<file path="src/rtl/logmul_pkg.sv">
package logmul_pkg;

  // Fixed-point precision of logarithm fractions; segment constants are Q16.
  localparam int LF = 16;
  localparam int LOG_SEGS  = 9;
  localparam int ANTI_SEGS = 8;
  localparam int SEG_IDX_W = $clog2(LOG_SEGS);
  localparam int SLOPE_W   = 9;   // signed slope, 1/256 units

  typedef logic signed [LF+1:0]      corr_t;
  typedef logic signed [SLOPE_W-1:0] slope_t;

  // Value of log2(1+f) - f at each log segment start (Q16).
  function automatic corr_t log_seg_base(input logic [SEG_IDX_W-1:0] s);
    case (s)
      4'd0:    return corr_t'(0);
      4'd1:    return corr_t'(1636);
      4'd2:    return corr_t'(2944);
      4'd3:    return corr_t'(4714);
      4'd4:    return corr_t'(5533);
      4'd5:    return corr_t'(5568);
      4'd6:    return corr_t'(4944);
      4'd7:    return corr_t'(3759);
      4'd8:    return corr_t'(2090);
      default: return corr_t'(0);
    endcase
  endfunction

  // Chord slope of the log correction in each segment (1/256 units).
  function automatic slope_t log_seg_slope(input logic [SEG_IDX_W-1:0] s);
    case (s)
      4'd0:    return slope_t'(102);
      4'd1:    return slope_t'(82);
      4'd2:    return slope_t'(55);
      4'd3:    return slope_t'(26);
      4'd4:    return slope_t'(1);
      4'd5:    return slope_t'(-20);
      4'd6:    return slope_t'(-37);
      4'd7:    return slope_t'(-52);
      4'd8:    return slope_t'(-65);
      default: return slope_t'(0);
    endcase
  endfunction

  // Value of 2^u - 1 - u at each antilog segment start (Q16).
  function automatic corr_t anti_seg_base(input logic [2:0] s);
    case (s)
      3'd0:    return corr_t'(0);
      3'd1:    return corr_t'(-2260);
      3'd2:    return corr_t'(-3984);
      3'd3:    return corr_t'(-5122);
      3'd4:    return corr_t'(-5622);
      3'd5:    return corr_t'(-5426);
      3'd6:    return corr_t'(-4470);
      default: return corr_t'(-2686);
    endcase
  endfunction

  function automatic slope_t anti_seg_slope(input logic [2:0] s);
    case (s)
      3'd0:    return slope_t'(-71);
      3'd1:    return slope_t'(-54);
      3'd2:    return slope_t'(-36);
      3'd3:    return slope_t'(-16);
      3'd4:    return slope_t'(6);
      3'd5:    return slope_t'(30);
      3'd6:    return slope_t'(56);
      default: return slope_t'(84);
    endcase
  endfunction

  // Offset times slope using only shifted adds, scaled back by 1/256.
  function automatic corr_t shift_add_scale(input logic [LF-1:0] d, input slope_t k);
    logic [SLOPE_W-2:0]    mag;
    logic [LF+SLOPE_W-2:0] acc;
    corr_t                 mag_term;
    mag = k[SLOPE_W-1] ? (SLOPE_W-1)'(-k) : k[SLOPE_W-2:0];
    acc = '0;
    for (int i = 0; i < SLOPE_W-1; i++) begin
      if (mag[i]) acc = acc + ((LF+SLOPE_W-1)'(d) << i);
    end
    mag_term = corr_t'({2'b00, acc[LF+SLOPE_W-2:SLOPE_W-1]});
    return k[SLOPE_W-1] ? -mag_term : mag_term;
  endfunction

endpackage

</file>
<file path="src/rtl/logmul_lead_one.sv">
module logmul_lead_one #(
  parameter int W  = 32,
  parameter int PW = $clog2(W)
) (
  input  logic [W-1:0]  vec,
  output logic [PW-1:0] pos,
  output logic          any
);
  always_comb begin
    pos = '0;
    for (int i = 0; i < W; i++) begin
      if (vec[i]) pos = PW'(i);
    end
    any = |vec;
  end
endmodule

</file>
<file path="src/rtl/logmul_cpa.sv">
module logmul_cpa #(
  parameter int W = 22
) (
  input  logic [W-1:0] x,
  input  logic [W-1:0] y,
  output logic [W:0]   s
);
  logic [W:0] cy;
  assign cy[0] = 1'b0;
  genvar g;
  generate
    for (g = 0; g < W; g++) begin : g_fa
      assign s[g]    = x[g] ^ y[g] ^ cy[g];
      assign cy[g+1] = (x[g] & y[g]) | (cy[g] & (x[g] ^ y[g]));
    end
  endgenerate
  assign s[W] = cy[W];
endmodule

</file>
<file path="src/rtl/logmul_log_conv.sv">
module logmul_log_conv
  import logmul_pkg::*;
#(
  parameter int OP_W = 32,
  parameter int PW   = $clog2(OP_W),
  parameter int LW   = PW + 1 + LF
) (
  input  logic [OP_W-1:0] op,
  output logic [LW-1:0]   log_val,
  output logic            is_zero
);
  logic [PW-1:0]          lead;
  logic                   nonzero;
  logic [OP_W-1:0]        norm;
  logic [LF-1:0]          frac;
  logic [SEG_IDX_W-1:0]   seg;
  logic [LF-1:0]          seg_start;
  logic [LF-1:0]          offs;
  corr_t                  corr;
  logic signed [LF+2:0]   mant;

  logmul_lead_one #(.W(OP_W), .PW(PW)) lead_i (
    .vec (op),
    .pos (lead),
    .any (nonzero)
  );

  assign is_zero = ~nonzero;
  assign norm    = op << (PW'(OP_W-1) - lead);

  generate
    if (OP_W-1 > LF) begin : g_trunc
      logic unused_low;
      assign frac       = norm[OP_W-2 -: LF];
      assign unused_low = ^{norm[OP_W-1], norm[OP_W-2-LF:0]};
    end else if (OP_W-1 == LF) begin : g_exact
      logic unused_top;
      assign frac       = norm[OP_W-2:0];
      assign unused_top = norm[OP_W-1];
    end else begin : g_pad
      logic unused_top;
      assign frac       = {norm[OP_W-2:0], {(LF-OP_W+1){1'b0}}};
      assign unused_top = norm[OP_W-1];
    end
  endgenerate

  // Nine segments: lowest eighth is halved, the rest are eighths.
  always_comb begin
    if (frac[LF-1 -: 3] == 3'd0) begin
      seg       = frac[LF-4] ? SEG_IDX_W'(1) : SEG_IDX_W'(0);
      seg_start = frac[LF-4] ? (LF'(1) << (LF-4)) : '0;
    end else begin
      seg       = SEG_IDX_W'(frac[LF-1 -: 3]) + SEG_IDX_W'(1);
      seg_start = {frac[LF-1 -: 3], {(LF-3){1'b0}}};
    end
    offs = frac - seg_start;
    corr = log_seg_base(seg) + shift_add_scale(offs, log_seg_slope(seg));
    mant = $signed({3'b000, frac}) + $signed({corr[LF+1], corr});
  end

  assign log_val = LW'({lead, {LF{1'b0}}}) + LW'($unsigned(mant));
endmodule

</file>
<file path="src/rtl/logmul_antilog_conv.sv">
module logmul_antilog_conv
  import logmul_pkg::*;
#(
  parameter int OP_W = 32,
  parameter int SW   = 23
) (
  input  logic [SW-1:0]     sum_log,
  output logic [2*OP_W-1:0] lin
);
  localparam int PROD_W = 2 * OP_W;
  localparam int IW     = SW - LF;
  localparam int WW     = PROD_W + LF + 2;

  logic [IW-1:0]        ipart;
  logic [LF-1:0]        fpart;
  logic [2:0]           seg;
  logic [LF-1:0]        offs;
  corr_t                g;
  logic signed [LF+2:0] msum;
  logic [LF+1:0]        mant;
  logic [WW-1:0]        wide;
  logic                 clamp;
  logic                 unused_low;

  assign ipart = sum_log[SW-1:LF];
  assign fpart = sum_log[LF-1:0];

  always_comb begin
    seg  = fpart[LF-1 -: 3];
    offs = fpart - {seg, {(LF-3){1'b0}}};
    g    = anti_seg_base(seg) + shift_add_scale(offs, anti_seg_slope(seg));
    msum = $signed({3'b001, {LF{1'b0}}}) + $signed({3'b000, fpart})
         + $signed({g[LF+1], g});
    mant = msum[LF+1:0];
  end

  always_comb begin
    if (ipart >= IW'(PROD_W)) begin
      wide  = '0;
      clamp = 1'b1;
    end else begin
      wide  = WW'(mant) << ipart;
      clamp = |wide[WW-1:PROD_W+LF];
    end
    lin = clamp ? {PROD_W{1'b1}} : wide[PROD_W+LF-1:LF];
  end

  assign unused_low = ^wide[LF-1:0];
endmodule

</file>
<file path="src/rtl/logmul_top.sv">
module logmul_top
  import logmul_pkg::*;
#(
  parameter int OP_W = 32
) (
  input  logic              clk,
  input  logic              rst,
  input  logic [OP_W-1:0]   op_a,
  input  logic [OP_W-1:0]   op_b,
  output logic [2*OP_W-1:0] product
);
  localparam int PW     = $clog2(OP_W);
  localparam int LW     = PW + 1 + LF;
  localparam int SW     = LW + 1;
  localparam int PROD_W = 2 * OP_W;

  logic [LW-1:0]     log_a, log_b;
  logic              zero_a, zero_b;
  logic [SW-1:0]     log_sum;
  logic [PROD_W-1:0] lin;

  logmul_log_conv #(.OP_W(OP_W), .PW(PW), .LW(LW)) conv_a_i (
    .op (op_a), .log_val (log_a), .is_zero (zero_a)
  );

  logmul_log_conv #(.OP_W(OP_W), .PW(PW), .LW(LW)) conv_b_i (
    .op (op_b), .log_val (log_b), .is_zero (zero_b)
  );

  logmul_cpa #(.W(LW)) add_i (
    .x (log_a), .y (log_b), .s (log_sum)
  );

  logmul_antilog_conv #(.OP_W(OP_W), .SW(SW)) anti_i (
    .sum_log (log_sum), .lin (lin)
  );

  always_ff @(posedge clk) begin
    if (rst)                   product <= '0;
    else if (zero_a || zero_b) product <= '0;
    else                       product <= lin;
  end
endmodule

</file>
<file path="config.mk">
export PLATFORM = sky130hd
export DESIGN_NAME = logmul_top
export DESIGN_NICKNAME = d
export VERILOG_FILES = /design/src/rtl/logmul_pkg.sv /design/src/rtl/logmul_lead_one.sv /design/src/rtl/logmul_cpa.sv /design/src/rtl/logmul_log_conv.sv /design/src/rtl/logmul_antilog_conv.sv /design/src/rtl/logmul_top.sv
export SDC_FILE = /design/constraint.sdc
export NUM_CORES = 1
export LEC_CHECK = 0
export ABC_AREA = 1
export ABC_CLOCK_PERIOD_IN_PS = 72900
export CORE_ASPECT_RATIO = 1.1
export CORE_MARGIN = 3
export CORE_UTILIZATION = 49
export CTS_BUF_LIST = sky130_fd_sc_hd__clkbuf_8 sky130_fd_sc_hd__clkbuf_16
export DETAILED_ROUTE_END_ITERATION = 6
export DONT_BUFFER_PORTS = 1
export PLACE_DENSITY = 0.67
export SYNTH_ARGS = -nofsm -noshare
export SYNTH_HDL_FRONTEND = slang
export SYNTH_SLANG_ARGS = --single-unit
</file>
<file path="constraint.sdc">
create_clock -name clk -period 72.9 [get_ports clk]
set_input_delay 7.29 -clock clk [delete_from_list [all_inputs] [get_ports clk]]
set_output_delay 7.29 -clock clk [all_outputs]
set_load 0.02 [all_outputs]
</file>
-- Word level (Yosys, flattened, before mapping)
Memory sizes are Yosys's and may differ from the RTL's.
Index checks and enable logic that the tools add are counted.
- eq/ne operators: 6
- multiplexer cells: 105
- shifts and indexed selects: 3
- reduce and logical (&&, ||, !) cells: 8
- bitwise operators: 109
- $add $sub $neg: 43
- order comparisons: 1
- operators by type and width (operator ; count):
    24-bit two-way mux ; 21
    5-bit two-way mux ; 60
    18-bit one-hot mux with 7 select lines ; 1
    18-bit by 7-bit left shift with 82-bit output ; 1
    16-bit two-way mux ; 5
    80-bit two-way mux ; 1
    18-bit adder ; 4
    24-bit by 18-bit adder with 24-bit output ; 3
    24-bit by 19-bit adder with 24-bit output ; 3
    24-bit by 20-bit adder with 24-bit output ; 3
    24-bit by 21-bit adder with 24-bit output ; 3
    24-bit by 22-bit adder with 24-bit output ; 3
    24-bit by 23-bit adder with 24-bit output ; 3
    64-bit two-way mux ; 1
    32-bit OR reduction ; 2
    32-bit by 5-bit left shift with 31-bit output ; 2
    9-bit one-hot mux with 7 select lines ; 1
    16-bit by 17-bit adder with 18-bit output ; 3
    18-bit two-way mux ; 3
    16-bit negator with 18-bit output ; 3
    16-bit subtractor ; 3
    21-bit by 19-bit adder with 22-bit output ; 2
    1-bit bitwise AND ; 43
    1-bit bitwise XOR ; 43
    other kinds (18) ; 58
- register bits: 64
- ROM bits: 704
- memories kept: 4
- logic and storage cells: 280
- input port bits: 66
- memory list (name ; words ; bits a word ; read ports ; clocked after memory_dff ; write ports ; RTL line ; source):
    (name not given) ; 16 ; 13 ; 1 ; 0 ; 0 ; logmul_pkg.sv:15 ; case (s)
    (name not given) ; 16 ; 13 ; 1 ; 0 ; 0 ; logmul_pkg.sv:15 ;
    (name not given) ; 16 ; 9 ; 1 ; 0 ; 0 ; logmul_pkg.sv:31 ; case (s)
    (name not given) ; 16 ; 9 ; 1 ; 0 ; 0 ; logmul_pkg.sv:31 ;

-- Longest topological paths before layout
Gate-level depths: netlist (run 1).
An unclocked memory read counts as a cell.
- word-level depth: 115
- mapped depth: 225
- depth with buffers taken out: 221

-- Hierarchy
From an unflattened synthesis (run 1), not the netlist that was laid out.
- cell total of the unflattened synthesis: 5357
- area total of the unflattened synthesis: 30550.6 µm²
- modules (own cells, without submodules) (module ; area each (µm²) ; cells an instance ; sequential area each (µm²) ; instances):
    logmul_log_conv at conv_a_i ; 9432.8 ; 1665 ; 0.0 ; 1
    logmul_log_conv at conv_b_i ; 9356.5 ; 1670 ; 0.0 ; 1
    logmul_antilog_conv ; 8569.5 ; 1577 ; 0.0 ; 1
    logmul_top ; 1863.0 ; 201 ; 1281.2 ; 1
    logmul_lead_one ; 429.2 ; 106 ; 0.0 ; 2
    logmul_cpa ; 470.5 ; 32 ; 0.0 ; 1

-- Worst setup path after synthesis (run 1)
Ideal clock, no wire load.
- path kind: input-to-reg
- from: in op_a[1]
- to: reg product[54]
- data required time: 72830 ps
- arrival: 34945 ps
- stages on the path: 188
- setup slack: 37885 ps
- path buffers: 5
- cell sequence: inv_2 > o21ai_1 > nand2_1 > nand2_1 > nand2_1 > nand2_1 > nand2_1 > nand2_1 > nand2_1 > nand2_1 > nand2_1 > nand2_1 > nand2_1 > nand2_1 > nand2_1 > nand2_1 > nand2_1 > nand2_1 > [152 not listed] > nand3_1 > nand2_1 > xnor2_1 > xnor2_1 > inv_1 > nor2_1 > inv_1 > nor2_1 > inv_1 > nor2_1 > inv_1 > nor2_1 > nand2_1 > o21ai_1 > inv_2 > buf_2 > buf_2 > a21oi_1
- word-level cells in the longest chain between the ends: 115
- elaborated cells on any way between the ends: 213
- classes of those cells: add/sub (28); order compare (1); eq/ne (6); shift (2); mux (60); bitwise (108); reduce/logical (6); memory (2)
- ends and longest elaborated chain (what ; RTL line ; source):
    from (decl) ; logmul_top.sv:8 ; input logic [OP_W-1:0] op_a,
    1-bit two-way mux ; logmul_lead_one.sv:12 ; if (vec[i]) pos = PW'(i);
    5-bit two-way mux (30 in series) ; logmul_lead_one.sv:12 ;
    5-bit subtractor ; logmul_log_conv.sv:29 ; assign norm = op << (PW'(OP_W-1) - lead);
    32-bit by 5-bit left shift with 31-bit output ; logmul_log_conv.sv:29 ;
    3-bit by 1-bit adder with 4-bit output, or another cell as far along ; logmul_log_conv.sv:53 ; seg = SEG_IDX_W'(frac[LF-1 -: 3]) + SEG_IDX_W'(1);
    4-bit two-way mux ; logmul_log_conv.sv:49 ; if (frac[LF-1 -: 3] == 3'd0) begin
    memory 16 x 9 bit ; n/a ;
    8-bit negator ; logmul_pkg.sv:77 ; mag = k[SLOPE_W-1] ? (SLOPE_W-1)'(-k) : k[SLOPE_W-2:0];
    [70 not listed] ; n/a ;
    16-bit negator with 18-bit output ; logmul_pkg.sv:83 ; return k[SLOPE_W-1] ? -mag_term : mag_term;
    18-bit two-way mux ; logmul_pkg.sv:83 ;
    18-bit adder ; logmul_antilog_conv.sv:31 ; g = anti_seg_base(seg) + shift_add_scale(offs, anti_seg_slope(seg));
    18-bit adder ; logmul_antilog_conv.sv:33 ; + $signed({g[LF+1], g});
    18-bit by 7-bit left shift with 82-bit output ; logmul_antilog_conv.sv:42 ; wide = WW'(mant) << ipart;
    2-bit OR reduction ; logmul_antilog_conv.sv:43 ; clamp = |wide[WW-1:PROD_W+LF];
    1-bit two-way mux ; logmul_antilog_conv.sv:38 ; if (ipart >= IW'(PROD_W)) begin
    64-bit two-way mux ; logmul_antilog_conv.sv:45 ; lin = clamp ? {PROD_W{1'b1}} : wide[PROD_W+LF-1:LF];
    to (signal assigned) ; logmul_top.sv:41 ; else product <= lin;
    to (decl) ; logmul_top.sv:10 ; output logic [2*OP_W-1:0] product
Several ways; a longest one is shown, not always the timed one.
A chain may end at the register's enable or synchronous reset.

-- Worst setup path in the final report (run 1)
- from: in op_a[1]
- to: reg product[29]
The elaborated chain is that of the path after synthesis.

==> results.ini, run 1 <==
[synth]
muxShareOfSynthArea_pct = 0.0720
ys_seq_area_share_pct = 4.61
syn_area_mm2 = 0.0278
synth_edf_count = 0
synth_simple_gate_area_share_pct = 38.8
synth_top_family_by_area = simple AND/OR/NAND/NOR gates
synthCells = 4844
yosys_warnings = 0
syn_area_per_cell_um2 = 5.74
ys_ff_latch = 64
synth_compound_area_share_pct = 18.9
synth_cell_types = 70
synth-adder-area-share_pct = 20.4
synthFlopType = dfxtp_1
async_flop_share_pct = 0
synth_xor_area_share_pct = 6.64

[die]
die_area_mm2 = 0.0596
fp.dieH_um = 256
ios = 130
die_w_um = 233
core.rowCount = 90
initial_core_util_pct = 50.1
fp.coreArea_mm2 = 0.0555

[detailed_routing]
ant_nets = 0
firstDrtPassIters = 6
wl_um = 86000
wire_per_inst_um = 15.6
drtIter0Drc = 2250
vias_per_cell = 5.55
vias = 30600
drc = 0

[placed_design]
place.gp.congestion = 0.966
hpwl_um = 70800
pre_cts_slack_ns = 33.57
io_buffer_count = 0

[sta]
rsz0062_at_grt = no
hold-worst-slack_ns = 7.31
slew_viol_final = 0
finalCriticalPeriod_ns = 39.37
min_period_over_period_pct = 54.0
setup_violations = 0
fin_setup_tns_ns = 0
fmax_mhz = 25.4
worst_slack_ns = 33.53
hold_violations = 0
worstMarginPinSlew_ns = 1.08
slew_headroom_pct = 27.7

[worst_setup_path]
crit_path_frequent_cell = nand2_1
path_buf_inv = 28
cp_slowest_cell = fa_1
setup.worst_path.start = op_a[1]
end_kind = register
worstPathMaxFanout = 59
path_delay_family = adder cells
arrival_ns = 39.63
worstSetupStartpointType = input port
slowest_delay_ns = 0.62
required_ns = 73.17
criticalPathCategory = input port to register

[final_layout]
nets = 5255
multi_input_area_mm2 = 0.0236
fillers = 5968
drive_gt1_share_pct = 5.25
registers.top_by_ff_count = product
antennaDiodeCount = 0
area_growth_pct = 3.22
largest_reg_flops = 64
layout_commonest_cell = nand2_1
largestRegisters = product (64)
mostFrequentLayoutCells = 1300 x nand2_1, 588 x inv_1, 507 x nand3_1
regArea_mm2 = 0.00128
utilization_pct = 51.7

[hold_path]
min_path_type = input port to register
holdPathEnd = product[28]$_SDFF_PP0_
worstHoldStart = rst
whs_path_depth = 4

[clocking]
clockBufferDepth = 2
clock_sinks = 64
hold_buffers = 0
numCtsBuffers = 9
h-tree-depth = 3
clkTransAtPathRegs_ns = 0.05
cts_resized = 0
root_buffer = clkbuf_16
cts_tree = done
post-cts-setup-buffers = 0

[job]
drv_cap = 0

[run_status]
status = finished clean

[global_routing]
first_global_vias = 28500
overflow = 0
grt_max_degree = 60
grt_pass1_wl_um = 140000
grt_antenna_before_repair = 1
grtUsageTotal_pct = 28.0

tightest hold or removal path: cells and delay by family:
family                 cells  cell delay, ns
AND/OR/NAND/NOR            2            0.10
buffers and inverters      2            0.20
kinds of logic (layout without fill, tap and decap cells):
logic type | Yosys count | count (layout)
and+or+nand+nor | 2458 | 2458
AOI/OAI and AO/OA | 940 | 940
buffers and inverters | 753 | 673
adders and majority gates | 416 | 416
xor gates and xnor gates | 210 | 210
DFF | 64 | 64
muxes | 2 | 2
other | 1 | 14
stage by stage:
stage | cells | instance area (um2)
2_1_floorplan | 4857 | 27800
3_3_place_gp | 5498 | 28400
3_5_place_dp | 5498 | 28400
4_1_cts | 5513 | 28700
5_1_grt | 5513 | 28700
6_report | 5513 | 28700
layer usage:
metal	vias to the layer above	track usage, %	share of wire, %
met4	0	12.1	4.9
li1	15800	-	-
met5	-	0	0
met2	840	49.6	48
met1	13700	34.8	44
met3	225	1.76	4.0
how the worst max path moves through the flow:
stage,to,slack (ns),cells after the start
2_1_floorplan,product[54]$_SDFF_PP0_,37.88,188
3_3_place_gp,product[29]$_SDFF_PP0_,33.94,183
3_5_place_dp,product[29]$_SDFF_PP0_,33.57,183
4_1_cts,product[29]$_SDFF_PP0_,33.83,183
5_1_grt,product[29]$_SDFF_PP0_,30.55,187
6_report,product[29]$_SDFF_PP0_,33.53,185
cell type report:
class / instances / share of cell area, %
Clock buffer: 9 / 0.785
Clock inverter: 6 / 0.214
Inverter: 629 / 8.27
Multi-Input combinational cell: 4040 / 82.3
Sequential cell: 64 / 4.46
Tap cell: 736 / 3.21
Timing Repair Buffer: 29 / 0.759
synth_stat cells, drive strengths merged (3+ instances only):
cell type  instances  area, um2
a211oi            10       75.1
a21boi            11       82.6
a21o              14        105
a21oi            429       2160
a221oi             5       43.8
a31oi             29        181
and2              22        138
and3               3       18.8
buf               55        327
clkbuf            69        259
clkinv             4       15.0
dfxtp             64       1280
fa                61       1220
ha               355       4440
inv              625       2360
nand2           1365       5340
nand3            525       2720
nand3b            28        210
nand4             18        131
nor2             388       1560
nor3              41        226
nor3b              3       22.5
nor4              14       87.6
o211ai            13        103
o21a              14        105
o21ai            317       1620
o21bai            78        601
o31ai              7       52.6
or2               50        313
xnor2             74        648
xor2             136       1200
Power of run 1 is left out: the tool's default activity adds up to more than one toggle a clock period on the data nets, which glitch-free logic cannot reach.
==> run 2: changes to the inputs <==
- ABC_CLOCK_PERIOD_IN_PS: 72900 -> 34200
- PLACE_DENSITY: 0.67 -> 0.69
- clock period: 72.9 -> 34.2 ns (I/O delays scaled with it)
==> results.ini, run 2 (synthesis results as in run 1) <==
[clocking]
cts_tree = done
root_buffer = clkbuf_16
clock_sinks = 64  ; unchanged
hold_buffers = 0  ; unchanged
clkTransAtPathRegs_ns = 0.05  ; about the same
numCtsBuffers = 9  ; unchanged
clockBufferDepth = 2  ; unchanged
h-tree-depth = 3  ; unchanged

[worst_setup_path]
worstSetupStartpointType = input port
crit_path_frequent_cell = nand2_1
required_ns = 34.45  ; -38.72 ns
worstPathMaxFanout = 29  ; -51%
path_buf_inv = 31  ; +11%
path_delay_family = adder cells
criticalPathCategory = input port to register
cp_slowest_cell = or4_1
arrival_ns = 32.58  ; -7.05 ns
end_kind = register
slowest_delay_ns = 0.57  ; -0.05 ns

[final_layout]
drive_gt1_share_pct = 7.53  ; +2.3 points
mostFrequentLayoutCells = 1293 x nand2_1, 587 x inv_1, 506 x nand3_1
nets = 5300  ; +0.86%
stdcell_area_mm2 = 0.0295  ; +2.9%
registers.top_by_ff_count = product
layout_commonest_cell = nand2_1
largest_reg_flops = 64  ; unchanged
area_growth_pct = 6.24
regArea_mm2 = 0.00128  ; unchanged
fin_cells = 5559  ; +0.83%
multi_input_area_mm2 = 0.0240  ; +1.8%
antennaDiodeCount = 0  ; unchanged
fillers = 5766  ; -3.4%
largestRegisters = product (64)

[global_routing]
first_global_vias = 28100  ; -1.7%
grtUsageTotal_pct = 26.9  ; -1.1 points
grt_max_degree = 60  ; unchanged
overflow = 0  ; unchanged
grt_pass1_wl_um = 136000  ; -2.4%
grt_antenna_before_repair = 0  ; -1

[sta]
slew_viol_final = 0  ; unchanged
hold_violations = 0  ; unchanged
hold-worst-slack_ns = 3.44  ; -3.87 ns
worstMarginPinSlew_ns = 1.13  ; +0.0508 ns
fmax_mhz = 30.9
setup_violations = 0  ; unchanged
worst_slack_ns = 1.87  ; -31.67 ns
slew_headroom_pct = 24.2  ; -3.5 points
min_period_over_period_pct = 94.5
finalCriticalPeriod_ns = 32.33

[detailed_routing]
ant_nets = 0  ; unchanged
drc = 0  ; unchanged
firstDrtPassIters = 6  ; unchanged
wl_um = 84700  ; -1.5%
wire_per_inst_um = 15.2  ; -2.3%
vias_per_cell = 5.59  ; +0.70%
drtIter0Drc = 2435  ; +8.2%
vias = 31100  ; +1.5%

[die]
initial_core_util_pct = 50.1  ; unchanged
ios = 130  ; unchanged
core.rowCount = 90  ; unchanged
fp.dieH_um = 256  ; unchanged
die_w_um = 233  ; unchanged
fp.coreArea_mm2 = 0.0555  ; unchanged
die_area_mm2 = 0.0596  ; unchanged

[placed_design]
placed_area_mm2 = 0.0285  ; +0.47%
io_buffer_count = 0  ; unchanged
placed_cells = 5515  ; +0.31%
pre_cts_slack_ns = 0.103  ; -33.47 ns
hpwl_um = 68200  ; -3.6%
place.gp.congestion = 0.967  ; about the same

[run_status]
status = finished clean

[hold_path]
min_path_type = input port to register

[job]
drv_cap = 0  ; unchanged

[run 2: final cells by class]
class	instances	share of cell area, %
clock buffers	10	0.809
clock inverters	6	0.284
inverters	629	8.10
multi-input cells	4042	81.4
flip-flops and latches	64	4.34
well taps	736	3.12
repair buffers	69	1.89
repair inverters	3	0.0890
[run 2: timing repair]
action | CTS | global route
setup endpoints to repair | 0 | 64
buffers inserted | 0 | 23
resized for setup | 0 | 125
[run 2: path summary, 6_finish.rpt]
check | end | start | cells past startpoint
hold / removal | product[28]$_SDFF_PP0_ | rst | 4
setup / recovery | product[13]$_SDFF_PP0_ | op_a[3] | 189
[run 2: per-layer routing]
layer	track usage [%]	vias up	routed length, um	part of all wire, %
li1	-	15900	-	-
met1	36.1	13900	38200	45
met2	45.9	1002	38900	46
met3	1.94	206	4700	5.6
met4	8.26	0	2890	3.4
met5	0	-	0	0
[run 2: through the flow]
step                utilization, %  TNS (ns)
floorplan                        -         0
global placement              51.4         0
detailed placement            51.4         0
CTS                           52.0         0
global route                  53.2    -15.19
finish                        53.2         0
Power of run 2 is left out for the same reason.
